**config.mk**
```make
export PLATFORM = sky130hd
export DESIGN_NAME = rstseq_top
export DESIGN_NICKNAME = d
export VERILOG_FILES = /design/src/rtl/rstseq_pkg.sv /design/src/rtl/rstseq_qualifier.sv /design/src/rtl/rstseq_vec_fetch.sv /design/src/rtl/rstseq_ctrl.sv /design/src/rtl/rstseq_arch_regs.sv /design/src/rtl/rstseq_top.sv
export SDC_FILE = /design/constraint.sdc
export NUM_CORES = 1
export LEC_CHECK = 0
export ABC_AREA = 1
export BUFFER_PORTS_ARGS = -buffer_cell sky130_fd_sc_hd__buf_2
export CORE_ASPECT_RATIO = 0.6
export CORE_MARGIN = 2
export CORE_UTILIZATION = 25
export CTS_BUF_LIST = sky130_fd_sc_hd__clkbuf_16
export CTS_CLUSTER_SIZE = 8
export DETAILED_ROUTE_END_ITERATION = 7
export GPL_TIMING_DRIVEN = 0
export SLEW_MARGIN = 10
export SYNTH_ARGS = -nofsm -noshare
export SYNTH_HDL_FRONTEND = slang
export SYNTH_SLANG_ARGS = --single-unit
```
**constraint.sdc**
```tcl
create_clock -name clk -period 2.4 [get_ports clk]
set_input_delay 0.36 -clock clk [delete_from_list [all_inputs] [get_ports clk]]
set_output_delay 0.36 -clock clk [all_outputs]
set_load 0.05 [all_outputs]
```
**src/rtl/rstseq_pkg.sv**
```systemverilog
package rstseq_pkg;

    localparam int unsigned WORD_W = 32;

    typedef enum logic [2:0] {
        ST_IDLE_RESET = 3'd0,
        ST_QUALIFY    = 3'd1,
        ST_FETCH_PC   = 3'd2,
        ST_FETCH_SP   = 3'd3,
        ST_INIT_REGS  = 3'd4,
        ST_RUN        = 3'd5
    } seq_state_e;

    typedef enum logic {
        KIND_POWER_ON = 1'b0,
        KIND_MANUAL   = 1'b1
    } rst_kind_e;

    typedef enum logic [1:0] {
        FT_IDLE = 2'd0,
        FT_REQ  = 2'd1,
        FT_WAIT = 2'd2
    } fetch_state_e;

    localparam logic [WORD_W-1:0] VBR_RESET   = 32'h0000_0000;
    localparam logic [3:0]        IMASK_RESET = 4'hF;
    localparam logic [WORD_W-1:0] FPSCR_RESET = 32'h0004_0001;

    typedef struct packed {
        logic [WORD_W-1:0] pc;
        logic [WORD_W-1:0] sp;
        logic [WORD_W-1:0] vbr;
        logic [3:0]        imask;
        logic              bo;
        logic              cs;
        logic [WORD_W-1:0] fpscr;
    } arch_init_t;

    function automatic arch_init_t build_arch_init(
        input logic [WORD_W-1:0] pc_word,
        input logic [WORD_W-1:0] sp_word
    );
        arch_init_t r;
        r.pc    = pc_word;
        r.sp    = sp_word;
        r.vbr   = VBR_RESET;
        r.imask = IMASK_RESET;
        r.bo    = 1'b0;
        r.cs    = 1'b0;
        r.fpscr = FPSCR_RESET;
        return r;
    endfunction

endpackage

```
**src/rtl/rstseq_qualifier.sv**
```systemverilog
module rstseq_qualifier #(
    parameter int unsigned QUAL_CYCLES = 20,
    parameter int unsigned SYNC_STAGES = 2
) (
    input  logic clk,
    input  logic rst,
    input  logic ext_rst_n,
    output logic pin_high,
    output logic qual_hit
);
    localparam int unsigned CNT_W = $clog2(QUAL_CYCLES + 1);
    localparam logic [CNT_W-1:0] CNT_LAST = CNT_W'(QUAL_CYCLES - 1);
    localparam logic [CNT_W-1:0] CNT_SAT  = CNT_W'(QUAL_CYCLES);

    logic [SYNC_STAGES-1:0] sync_q;
    logic [CNT_W-1:0]       low_cnt;
    logic                   pin_low;

    always_ff @(posedge clk) begin
        if (rst) sync_q <= '1;
        else     sync_q <= {sync_q[SYNC_STAGES-2:0], ext_rst_n};
    end

    assign pin_low  = ~sync_q[SYNC_STAGES-1];
    assign pin_high = sync_q[SYNC_STAGES-1];

    always_ff @(posedge clk) begin
        if (rst || !pin_low)      low_cnt <= '0;
        else if (low_cnt != CNT_SAT) low_cnt <= low_cnt + CNT_W'(1);
    end

    assign qual_hit = pin_low && (low_cnt == CNT_LAST);

    AST_HIT_AFTER_LOW: assert property (@(posedge clk) disable iff (rst)
        qual_hit |-> $past(pin_low)) else $error("hit without prior low");
    AST_SINGLE_HIT: assert property (@(posedge clk) disable iff (rst)
        qual_hit |=> !qual_hit) else $error("double qualification");
endmodule

```
**src/rtl/rstseq_vec_fetch.sv**
```systemverilog
module rstseq_vec_fetch
    import rstseq_pkg::*;
#(
    parameter int unsigned ADDR_W = 32
) (
    input  logic              clk,
    input  logic              rst,
    input  logic              start,
    input  logic [ADDR_W-1:0] start_addr,
    input  logic              abort,
    output logic              req_valid,
    output logic [ADDR_W-1:0] req_addr,
    input  logic              req_ready,
    input  logic              rsp_valid,
    input  logic [WORD_W-1:0] rsp_data,
    output logic              done,
    output logic [WORD_W-1:0] data
);
    fetch_state_e      st;
    logic [ADDR_W-1:0] addr_q;

    always_ff @(posedge clk) begin
        if (rst) begin
            st     <= FT_IDLE;
            addr_q <= '0;
        end else if (abort) begin
            st <= FT_IDLE;
        end else begin
            case (st)
                FT_IDLE: if (start) begin
                    st     <= FT_REQ;
                    addr_q <= start_addr;
                end
                FT_REQ:  if (req_ready) st <= FT_WAIT;
                FT_WAIT: if (rsp_valid) st <= FT_IDLE;
                default: st <= FT_IDLE;
            endcase
        end
    end

    assign req_valid = (st == FT_REQ);
    assign req_addr  = addr_q;
    assign done      = (st == FT_WAIT) && rsp_valid && !abort;
    assign data      = rsp_data;

    AST_REQ_HOLD: assert property (@(posedge clk) disable iff (rst)
        (req_valid && !req_ready && !abort) |=> (req_valid && $stable(req_addr)))
        else $error("request dropped before acceptance");
    AST_ABORT_DROPS_REQ: assert property (@(posedge clk) disable iff (rst)
        abort |=> !req_valid) else $error("request survives abort");
endmodule

```
**src/rtl/rstseq_ctrl.sv**
```systemverilog
module rstseq_ctrl
    import rstseq_pkg::*;
#(
    parameter int unsigned       ADDR_W   = 32,
    parameter logic [ADDR_W-1:0] VEC_BASE = '0
) (
    input  logic              clk,
    input  logic              rst,
    input  logic              qual_hit,
    input  logic              pin_high,
    input  logic              manual_req,
    input  logic              fetch_done,
    input  logic [WORD_W-1:0] fetch_data,
    output logic              fetch_start,
    output logic [ADDR_W-1:0] fetch_addr,
    output logic              fetch_abort,
    output logic [WORD_W-1:0] pc_word,
    output logic [WORD_W-1:0] sp_word,
    output logic              arch_load,
    output logic              run_en,
    output rst_kind_e         kind,
    output logic              periph_rst,
    output logic              bn_clr
);
    localparam logic [ADDR_W-1:0] PC_VEC_ADDR = VEC_BASE;
    localparam logic [ADDR_W-1:0] SP_VEC_ADDR = VEC_BASE + ADDR_W'(4);

    seq_state_e state, nxt;
    logic       issued;
    logic       in_fetch;

    assign in_fetch    = (state == ST_FETCH_PC) || (state == ST_FETCH_SP);
    assign fetch_start = in_fetch && !issued && !qual_hit;
    assign fetch_addr  = (state == ST_FETCH_SP) ? SP_VEC_ADDR : PC_VEC_ADDR;
    assign fetch_abort = qual_hit;

    always_comb begin
        nxt = state;
        if (qual_hit) begin
            nxt = ST_QUALIFY;
        end else begin
            case (state)
                ST_IDLE_RESET: nxt = ST_IDLE_RESET;
                ST_QUALIFY:    if (pin_high) nxt = ST_FETCH_PC;
                ST_FETCH_PC:   if (fetch_done) nxt = ST_FETCH_SP;
                ST_FETCH_SP:   if (fetch_done) nxt = ST_INIT_REGS;
                ST_INIT_REGS:  nxt = ST_RUN;
                ST_RUN:        if (manual_req) nxt = ST_FETCH_PC;
                default:       nxt = ST_IDLE_RESET;
            endcase
        end
    end

    always_ff @(posedge clk) begin
        if (rst) begin
            state      <= ST_IDLE_RESET;
            issued     <= 1'b0;
            kind       <= KIND_POWER_ON;
            periph_rst <= 1'b0;
            pc_word    <= '0;
            sp_word    <= '0;
        end else begin
            state      <= nxt;
            periph_rst <= 1'b0;
            if (qual_hit) begin
                issued <= 1'b0;
            end else begin
                case (state)
                    ST_QUALIFY: if (pin_high) begin
                        kind       <= KIND_POWER_ON;
                        periph_rst <= 1'b1;
                        issued     <= 1'b0;
                    end
                    ST_FETCH_PC: begin
                        if (fetch_start) issued <= 1'b1;
                        if (fetch_done) begin
                            pc_word <= fetch_data;
                            issued  <= 1'b0;
                        end
                    end
                    ST_FETCH_SP: begin
                        if (fetch_start) issued <= 1'b1;
                        if (fetch_done) begin
                            sp_word <= fetch_data;
                            issued  <= 1'b0;
                        end
                    end
                    ST_RUN: if (manual_req) begin
                        kind   <= KIND_MANUAL;
                        issued <= 1'b0;
                    end
                    default: ;
                endcase
            end
        end
    end

    assign arch_load = (state == ST_INIT_REGS);
    assign run_en    = (state == ST_RUN);
    assign bn_clr    = arch_load && (kind == KIND_POWER_ON);

    AST_RUN_AFTER_LOAD: assert property (@(posedge clk) disable iff (rst)
        $rose(run_en) |-> $past(arch_load)) else $error("run before load");
    AST_PERIPH_POWER_ON: assert property (@(posedge clk) disable iff (rst)
        periph_rst |-> (kind == KIND_POWER_ON)) else $error("periph reset on manual");
    AST_QUAL_STOPS_RUN: assert property (@(posedge clk) disable iff (rst)
        qual_hit |=> (!run_en && !fetch_start)) else $error("qualified reset ignored");
    AST_MANUAL_DROPS_RUN: assert property (@(posedge clk) disable iff (rst)
        (run_en && manual_req) |=> !run_en) else $error("manual reset ignored in run");
    AST_LOAD_ONE_CYCLE: assert property (@(posedge clk) disable iff (rst)
        arch_load |=> !arch_load) else $error("load longer than one cycle");
endmodule

```
**src/rtl/rstseq_arch_regs.sv**
```systemverilog
module rstseq_arch_regs
    import rstseq_pkg::*;
(
    input  logic              clk,
    input  logic              rst,
    input  logic              load,
    input  logic [WORD_W-1:0] pc_word,
    input  logic [WORD_W-1:0] sp_word,
    output arch_init_t        regs
);
    always_ff @(posedge clk) begin
        if (rst)       regs <= '0;
        else if (load) regs <= build_arch_init(pc_word, sp_word);
    end

    AST_INIT_VALUES: assert property (@(posedge clk) disable iff (rst)
        $past(load) |-> (regs.vbr == 32'h0 && regs.imask == 4'hF && !regs.bo && !regs.cs
                         && regs.fpscr == 32'h0004_0001)) else $error("bad init values");
    AST_HOLD_WITHOUT_LOAD: assert property (@(posedge clk) disable iff (rst)
        !$past(load) |-> $stable(regs)) else $error("registers changed without load");
endmodule

```
**src/rtl/rstseq_top.sv**
```systemverilog
module rstseq_top
    import rstseq_pkg::*;
#(
    parameter int unsigned       ADDR_W      = 32,
    parameter int unsigned       QUAL_CYCLES = 20,
    parameter int unsigned       SYNC_STAGES = 2,
    parameter logic [ADDR_W-1:0] VEC_BASE    = '0
) (
    input  logic              clk,
    input  logic              rst,
    input  logic              ext_rst_n,
    input  logic              wdt_ovf,
    input  logic              dbg_mreset,
    output logic              mem_req_valid,
    output logic [ADDR_W-1:0] mem_req_addr,
    input  logic              mem_req_ready,
    input  logic              mem_rsp_valid,
    input  logic [31:0]       mem_rsp_data,
    output logic              run_en,
    output logic              reset_kind,
    output logic              periph_rst,
    output logic              bn_clr,
    output logic              arch_load,
    output logic [31:0]       pc_value,
    output logic [31:0]       sp_value,
    output logic [31:0]       vbr_value,
    output logic [3:0]        sr_imask,
    output logic              sr_bo,
    output logic              sr_cs,
    output logic [31:0]       fpscr_value
);
    logic              pin_high, qual_hit;
    logic              fetch_start, fetch_abort, fetch_done;
    logic [ADDR_W-1:0] fetch_addr;
    logic [WORD_W-1:0] fetch_data, pc_word, sp_word;
    rst_kind_e         kind;
    arch_init_t        regs;

    rstseq_qualifier #(
        .QUAL_CYCLES (QUAL_CYCLES),
        .SYNC_STAGES (SYNC_STAGES)
    ) u_qual (
        .clk       (clk),
        .rst       (rst),
        .ext_rst_n (ext_rst_n),
        .pin_high  (pin_high),
        .qual_hit  (qual_hit)
    );

    rstseq_ctrl #(
        .ADDR_W   (ADDR_W),
        .VEC_BASE (VEC_BASE)
    ) u_ctrl (
        .clk         (clk),
        .rst         (rst),
        .qual_hit    (qual_hit),
        .pin_high    (pin_high),
        .manual_req  (wdt_ovf | dbg_mreset),
        .fetch_done  (fetch_done),
        .fetch_data  (fetch_data),
        .fetch_start (fetch_start),
        .fetch_addr  (fetch_addr),
        .fetch_abort (fetch_abort),
        .pc_word     (pc_word),
        .sp_word     (sp_word),
        .arch_load   (arch_load),
        .run_en      (run_en),
        .kind        (kind),
        .periph_rst  (periph_rst),
        .bn_clr      (bn_clr)
    );

    rstseq_vec_fetch #(
        .ADDR_W (ADDR_W)
    ) u_fetch (
        .clk        (clk),
        .rst        (rst),
        .start      (fetch_start),
        .start_addr (fetch_addr),
        .abort      (fetch_abort),
        .req_valid  (mem_req_valid),
        .req_addr   (mem_req_addr),
        .req_ready  (mem_req_ready),
        .rsp_valid  (mem_rsp_valid),
        .rsp_data   (mem_rsp_data),
        .done       (fetch_done),
        .data       (fetch_data)
    );

    rstseq_arch_regs u_regs (
        .clk     (clk),
        .rst     (rst),
        .load    (arch_load),
        .pc_word (pc_word),
        .sp_word (sp_word),
        .regs    (regs)
    );

    assign reset_kind  = (kind == KIND_MANUAL);
    assign pc_value    = regs.pc;
    assign sp_value    = regs.sp;
    assign vbr_value   = regs.vbr;
    assign sr_imask    = regs.imask;
    assign sr_bo       = regs.bo;
    assign sr_cs       = regs.cs;
    assign fpscr_value = regs.fpscr;
endmodule

```
# Word-level counts from Yosys, hierarchy flattened

Cells that the tools add are included.

Register bits: 177
Latch bits: 0
Memory bits (writable): 0
Bits in read-only memories: 0
Input bits: 39
Output and inout bits: 172
Word-level logic and storage cells: 85
Memories: 0

Add/sub/neg operators: 1
Multipliers: 0
Div/mod/pow operators: 0
Magnitude comparators: 0
Equal/unequal tests: 21
Shifts and indexed selects: 0
Mux-type cells: 19
Bitwise operators: 5
Reductions and logical operators: 24

Operator list:

| cell                  | count |
|---|---|
| $reduce_and A4 Y1     | 4 |
| $mux W3               | 5 |
| $pmux W3 S5           | 1 |
| $reduce_and A3 Y1     | 4 |
| $ne A2 B2 Y1 const B  | 5 |
| $ne A3 B2 Y1 const B  | 3 |
| $mux W1               | 7 |
| $eq A3 B2 Y1 const B  | 2 |
| $eq A3 B3 Y1 const B  | 2 |
| $logic_and A1 B1 Y1   | 6 |
| $mux W2               | 3 |
| $ne A3 B1 Y1 const B  | 2 |
| $pmux W2 S3           | 1 |
| $add A5 B1 Y5 const B | 1 |
| $eq A5 B5 Y1 const B  | 1 |
| $ne A5 B5 Y1 const B  | 1 |
| $ne A2 B1 Y1 const B  | 2 |
| $not A1 Y1            | 4 |
| $reduce_or A2 Y1      | 2 |
| $eq A3 B1 Y1 const B  | 1 |
| $pmux W1 S3           | 1 |
| $reduce_bool A3 Y1    | 1 |
| $reduce_or A3 Y1      | 1 |
| $eq A2 B1 Y1 const B  | 1 |
| 7 further kinds       | 9 |

# Depth between registers and ports, before layout

Word-level depth: 7
Mapped depth: 10
Gate-level depth less buffers: 9

# Hierarchy

From an unflattened synthesis, not the netlist that was laid out.

Cell total of the unflattened synthesis: 1086
Area total of the unflattened synthesis: 7897.6 sq um

Modules (own cells, without submodules):

| module           | instances | cells each | area an instance (sq um) | sequential area each (sq um) |
|---|---|---|---|---|
| rstseq_arch_regs | 1         | 478        | 3168.0                   | 1301.2 |
| rstseq_ctrl      | 1         | 364        | 2801.4                   | 1401.3 |
| rstseq_vec_fetch | 1         | 194        | 1554.0                   | 680.7 |
| rstseq_qualifier | 1         | 47         | 362.8                    | 140.1 |
| rstseq_top       | 1         | 3          | 11.3                     | 0.0 |

# Worst setup path after synthesis

Ideal clock, no wire load.

Kind: reg-to-output
Start point: register u_ctrl.state[0]
End point: output port bn_clr
Arrival: 1388 ps
Required time: 2040 ps
Setup slack: 652 ps
Cell stages (with the launch flop): 5
Path buffers: 1
Path through: dfxtp_1 inv_2 nand3_1 clkbuf_1 nor2_1

Word-level cells in the longest chain between the ends: 2

RTL lines:

| what                   | line               | text |
|---|---|---|
| from (decl)            | rstseq_ctrl.sv:28  | `seq_state_e state, nxt;` |
| from (signal assigned) | rstseq_ctrl.sv:63  | `state <= nxt;` |
| $eq A3 B3 Y1           | rstseq_ctrl.sv:98  | `assign arch_load = (state == ST_INIT_REGS);` |
| $logic_and A1 B1 Y1    | rstseq_ctrl.sv:100 | `assign bn_clr = arch_load && (kind == KIND_POWER_ON);` |
| to (decl)              | rstseq_top.sv:22   | `output logic bn_clr,` |

No other way between the ends.

# Worst setup path after layout

Start point: register u_ctrl.state[0]
End point: output port arch_load

Word-level cells in the longest chain between the ends: 1

RTL lines:

| what         | line              | text |
|---|---|---|
| $eq A3 B3 Y1 | rstseq_ctrl.sv:98 |  |
| to (decl)    | rstseq_top.sv:23  | `output logic arch_load,` |

No other way between the ends.

==> results.yml <==
synthesis:
  netlist_instances: 779
  synth_top_area_frac: 0.467
  synth_area_leader_cell: "dfxtp_1"
  syn_area_per_cell_um2: 7.98
  syn-cell-area_um2: 6210
  synth.distinct_cells: 30
  synth_area_leaders: "dfxtp_1 (47%), nor2_1 (14%), buf_4 (13%), o21ai_0 (7.4%), o21ai_1 (3.2%)"
  ys_seq_area_frac: 0.467
  yosys_warnings: 0
  synth-seq-cells: 145
floorplan:
  fp.dieH_um: 126
  die-area_um2: 26200
  core_area_um2: 24300
  rows: 44
  io-pin-count: 211
  die_width_um: 208
  start_util: 0.256
routing:
  first_pass_iters: 5
  drt_iter0_markers: 246
  wl_per_cell_um: 12.9
  vias_per_cell: 3.77
  drtAntennaViolNets: 0
  dr_total_vias: 5065
  route.detailed.drc: 0
  routed_wl_um: 17300
clock_network:
  cts_setup_buffers: 0
  h-tree-depth: 4
  ctsRootBufferMaster: "clkbuf_16"
  tritoncts: "done"
  cts_buffer_depth: 2
  cts_hold_buf: 0
  cts_made_buffers: 17
  cts-resized-gates: 0
  path_clk_slew_ns: 0.06
  clock-sinks: 145
  clkLatencyLatePin_ns: 0.42
timing:
  finalSetupTns_ns: 0
  fmax_ghz: 0.461
  setup_viol: 0
  rsz0062_at_grt: "false"
  slew_violations: 0
  hold_viol: 0
  fin_crit_sh: 0.904
  skew_ns: 0.00526
  period_minus_slack_ns: 2.17
finish:
  fin_nets: 1048
  layout_commonest_cell: "nor2_1"
  area_growth_pct: 32.2
  drive_gt1_frac: 0.313
  mostFrequentLayoutCells: "nor2_1 (236), dfxtp_1 (145), buf_2 (126)"
power:
  p_leak_nw: 4.06
  ir_worst_vdd_mv: 0.482
  power.total_w: 0.00744
  power_density_nw_per_um2: 905
worst_hold_path:
  min_path_type: "primary input to flop"
global_routing:
  grt_usage: 0.133
  gr-usage-met2: 0.191
  antenna_found_initial: 1
  grt_max_degree: 17
  met1_usage: 0.191
  grt_util_met3: 0.0406
  grt_pass1_vias: 4685
  grt_first_pass_wirelength_um: 26900
  gr-total-overflow: 0
  busiest_layer: "met2"
worst_setup_path:
  cp_max_fo: 10
  end_kind: "primary output"
  critPathKind: "flop to primary output"
  cp-start-kind: "flop"
  cp.required_ns: 2.04
  timing.critical_path.slowest_cell_delay_ns: 0.34
  cpMostUsedCell: "buf_2"
  cp.arrival_ns: 1.81
  crit_path_top_delay_cell: "dfxtp_1"
  worstPathCellList: "inv_2 -> nand3_1 -> inv_1 -> buf_2 -> buf_2"
run:
  maxCapViolCount: 0
place:
  place_congestion: 0.790
  portBuffers: 115
  dp_hpwl_um: 13600
run_status:
  status: "finished, final reports clean"
critical path, delay by kind of cell, from the launching register on:
kind / cells / cell delay, ns
and+or+nand+nor: 1 / 0.20
DFF: 1 / 0.34
buffers and inverters: 4 / 0.86
layer usage:
metal | share of wire | vias to the layer above
li1 | - | 2744
met1 | 0.52 | 2221
met2 | 0.42 | 86
met3 | 0.056 | 14
met4 | 0.010 | 0
met5 | 0 | -
registers in the layout, summed over array words and instances, names as in the netlist, 2 cells and up:
register	flops
u_qual.sync_q	2
u_ctrl.state	3
u_ctrl.sp_word	32
u_fetch.st	2
u_ctrl.pc_word	32
u_qual.low_cnt	5
u_regs.regs	65
report_power, final:
part / leakage [nW] / switching (W) / total (W) / internal (W)
Clock: 0.335 / 0.00100 / 0.00304 / 0.00203
Sequential: 1.17 / 0.0000938 / 0.00266 / 0.00257
Combinational: 2.55 / 0.00131 / 0.00174 / 0.000431
Total: 4.06 / 0.00240 / 0.00744 / 0.00503
worst paths after layout:
kind | start | to | slack, ns | depth (start not counted)
hold / removal | ext_rst_n | u_qual.sync_q[0] | 0.12 | 2
hold reg to reg | u_qual.sync_q[0] | u_qual.sync_q[1] | 0.41 | 1
setup reg to reg | u_qual.low_cnt[0] | u_ctrl.sp_word[12] | 0.70 | 9
setup / recovery | u_ctrl.state[0] | arch_load | 0.23 | 5
Yosys cell counts:
| cell | instances |
|---|---|
| dfxtp_1 | 145 |
| a21oi_1 | 11 |
| nand3_1 | 10 |
| buf_2 | 11 |
| nor2_4 | 5 |
| nor2_2 | 31 |
| conb_1 | 1 |
| buf_6 | 6 |
| ha_1 | 2 |
| or2_2 | 2 |
| nand2_2 | 2 |
| nor2_1 | 236 |
| nand2_4 | 2 |
| o21ai_1 | 40 |
| nor3_4 | 1 |
| nand4_1 | 4 |
| nand3_4 | 1 |
| buf_4 | 104 |
| nor2_8 | 2 |
| inv_4 | 1 |
| inv_1 | 23 |
| inv_6 | 1 |
| buf_12 | 3 |
| clkbuf_1 | 16 |
| nor3_1 | 1 |
| inv_2 | 5 |
| nor4_1 | 1 |
| o21ai_0 | 92 |
| nand2_1 | 19 |
| o211ai_1 | 1 |
metrics by stage:
stage           util  std cells  hold WS, ns  cell area, um2  worst slack (ns)
6_report       0.338       1342        0.123            8220             0.231
5_1_grt        0.338       1341        0.115            8210             0.103
4_1_cts        0.338       1341        0.112            8210             0.176
3_5_place_dp   0.311       1310        0.397            7540             0.381
3_3_place_gp   0.311       1310        0.400            7540             0.358
2_1_floorplan      -        873        0.389            6570             0.652
final cells by class:
| type | count | area (um2) |
|---|---|---|
| fillers | 2539 | 16100 |
| flip-flops and latches | 145 | 2900 |
| multi-input cells | 558 | 2520 |
| plain buffers | 140 | 1020 |
| repair buffers | 115 | 576 |
| clock buffers | 17 | 425 |
| well taps | 322 | 403 |
| clock inverters | 14 | 244 |
| inverters | 30 | 120 |
| diodes | 1 | 2.50 |
cells by family (layout without fill, tap and decap cells):
| group | after synthesis | after routing | share of synthesized area |
|---|---|---|---|
| AND/OR/NAND/NOR | 317 | 317 | 0.228 |
| buffers and inverters | 170 | 316 | 0.184 |
| flip-flops | 145 | 145 | 0.467 |
| AO/OA/AOI/OAI | 144 | 144 | 0.116 |
| adder cells (fa/ha/maj) | 2 | 2 | 0.00403 |
| other | 1 | 96 | 0.000604 |
(Power assumes the default switching activity.)
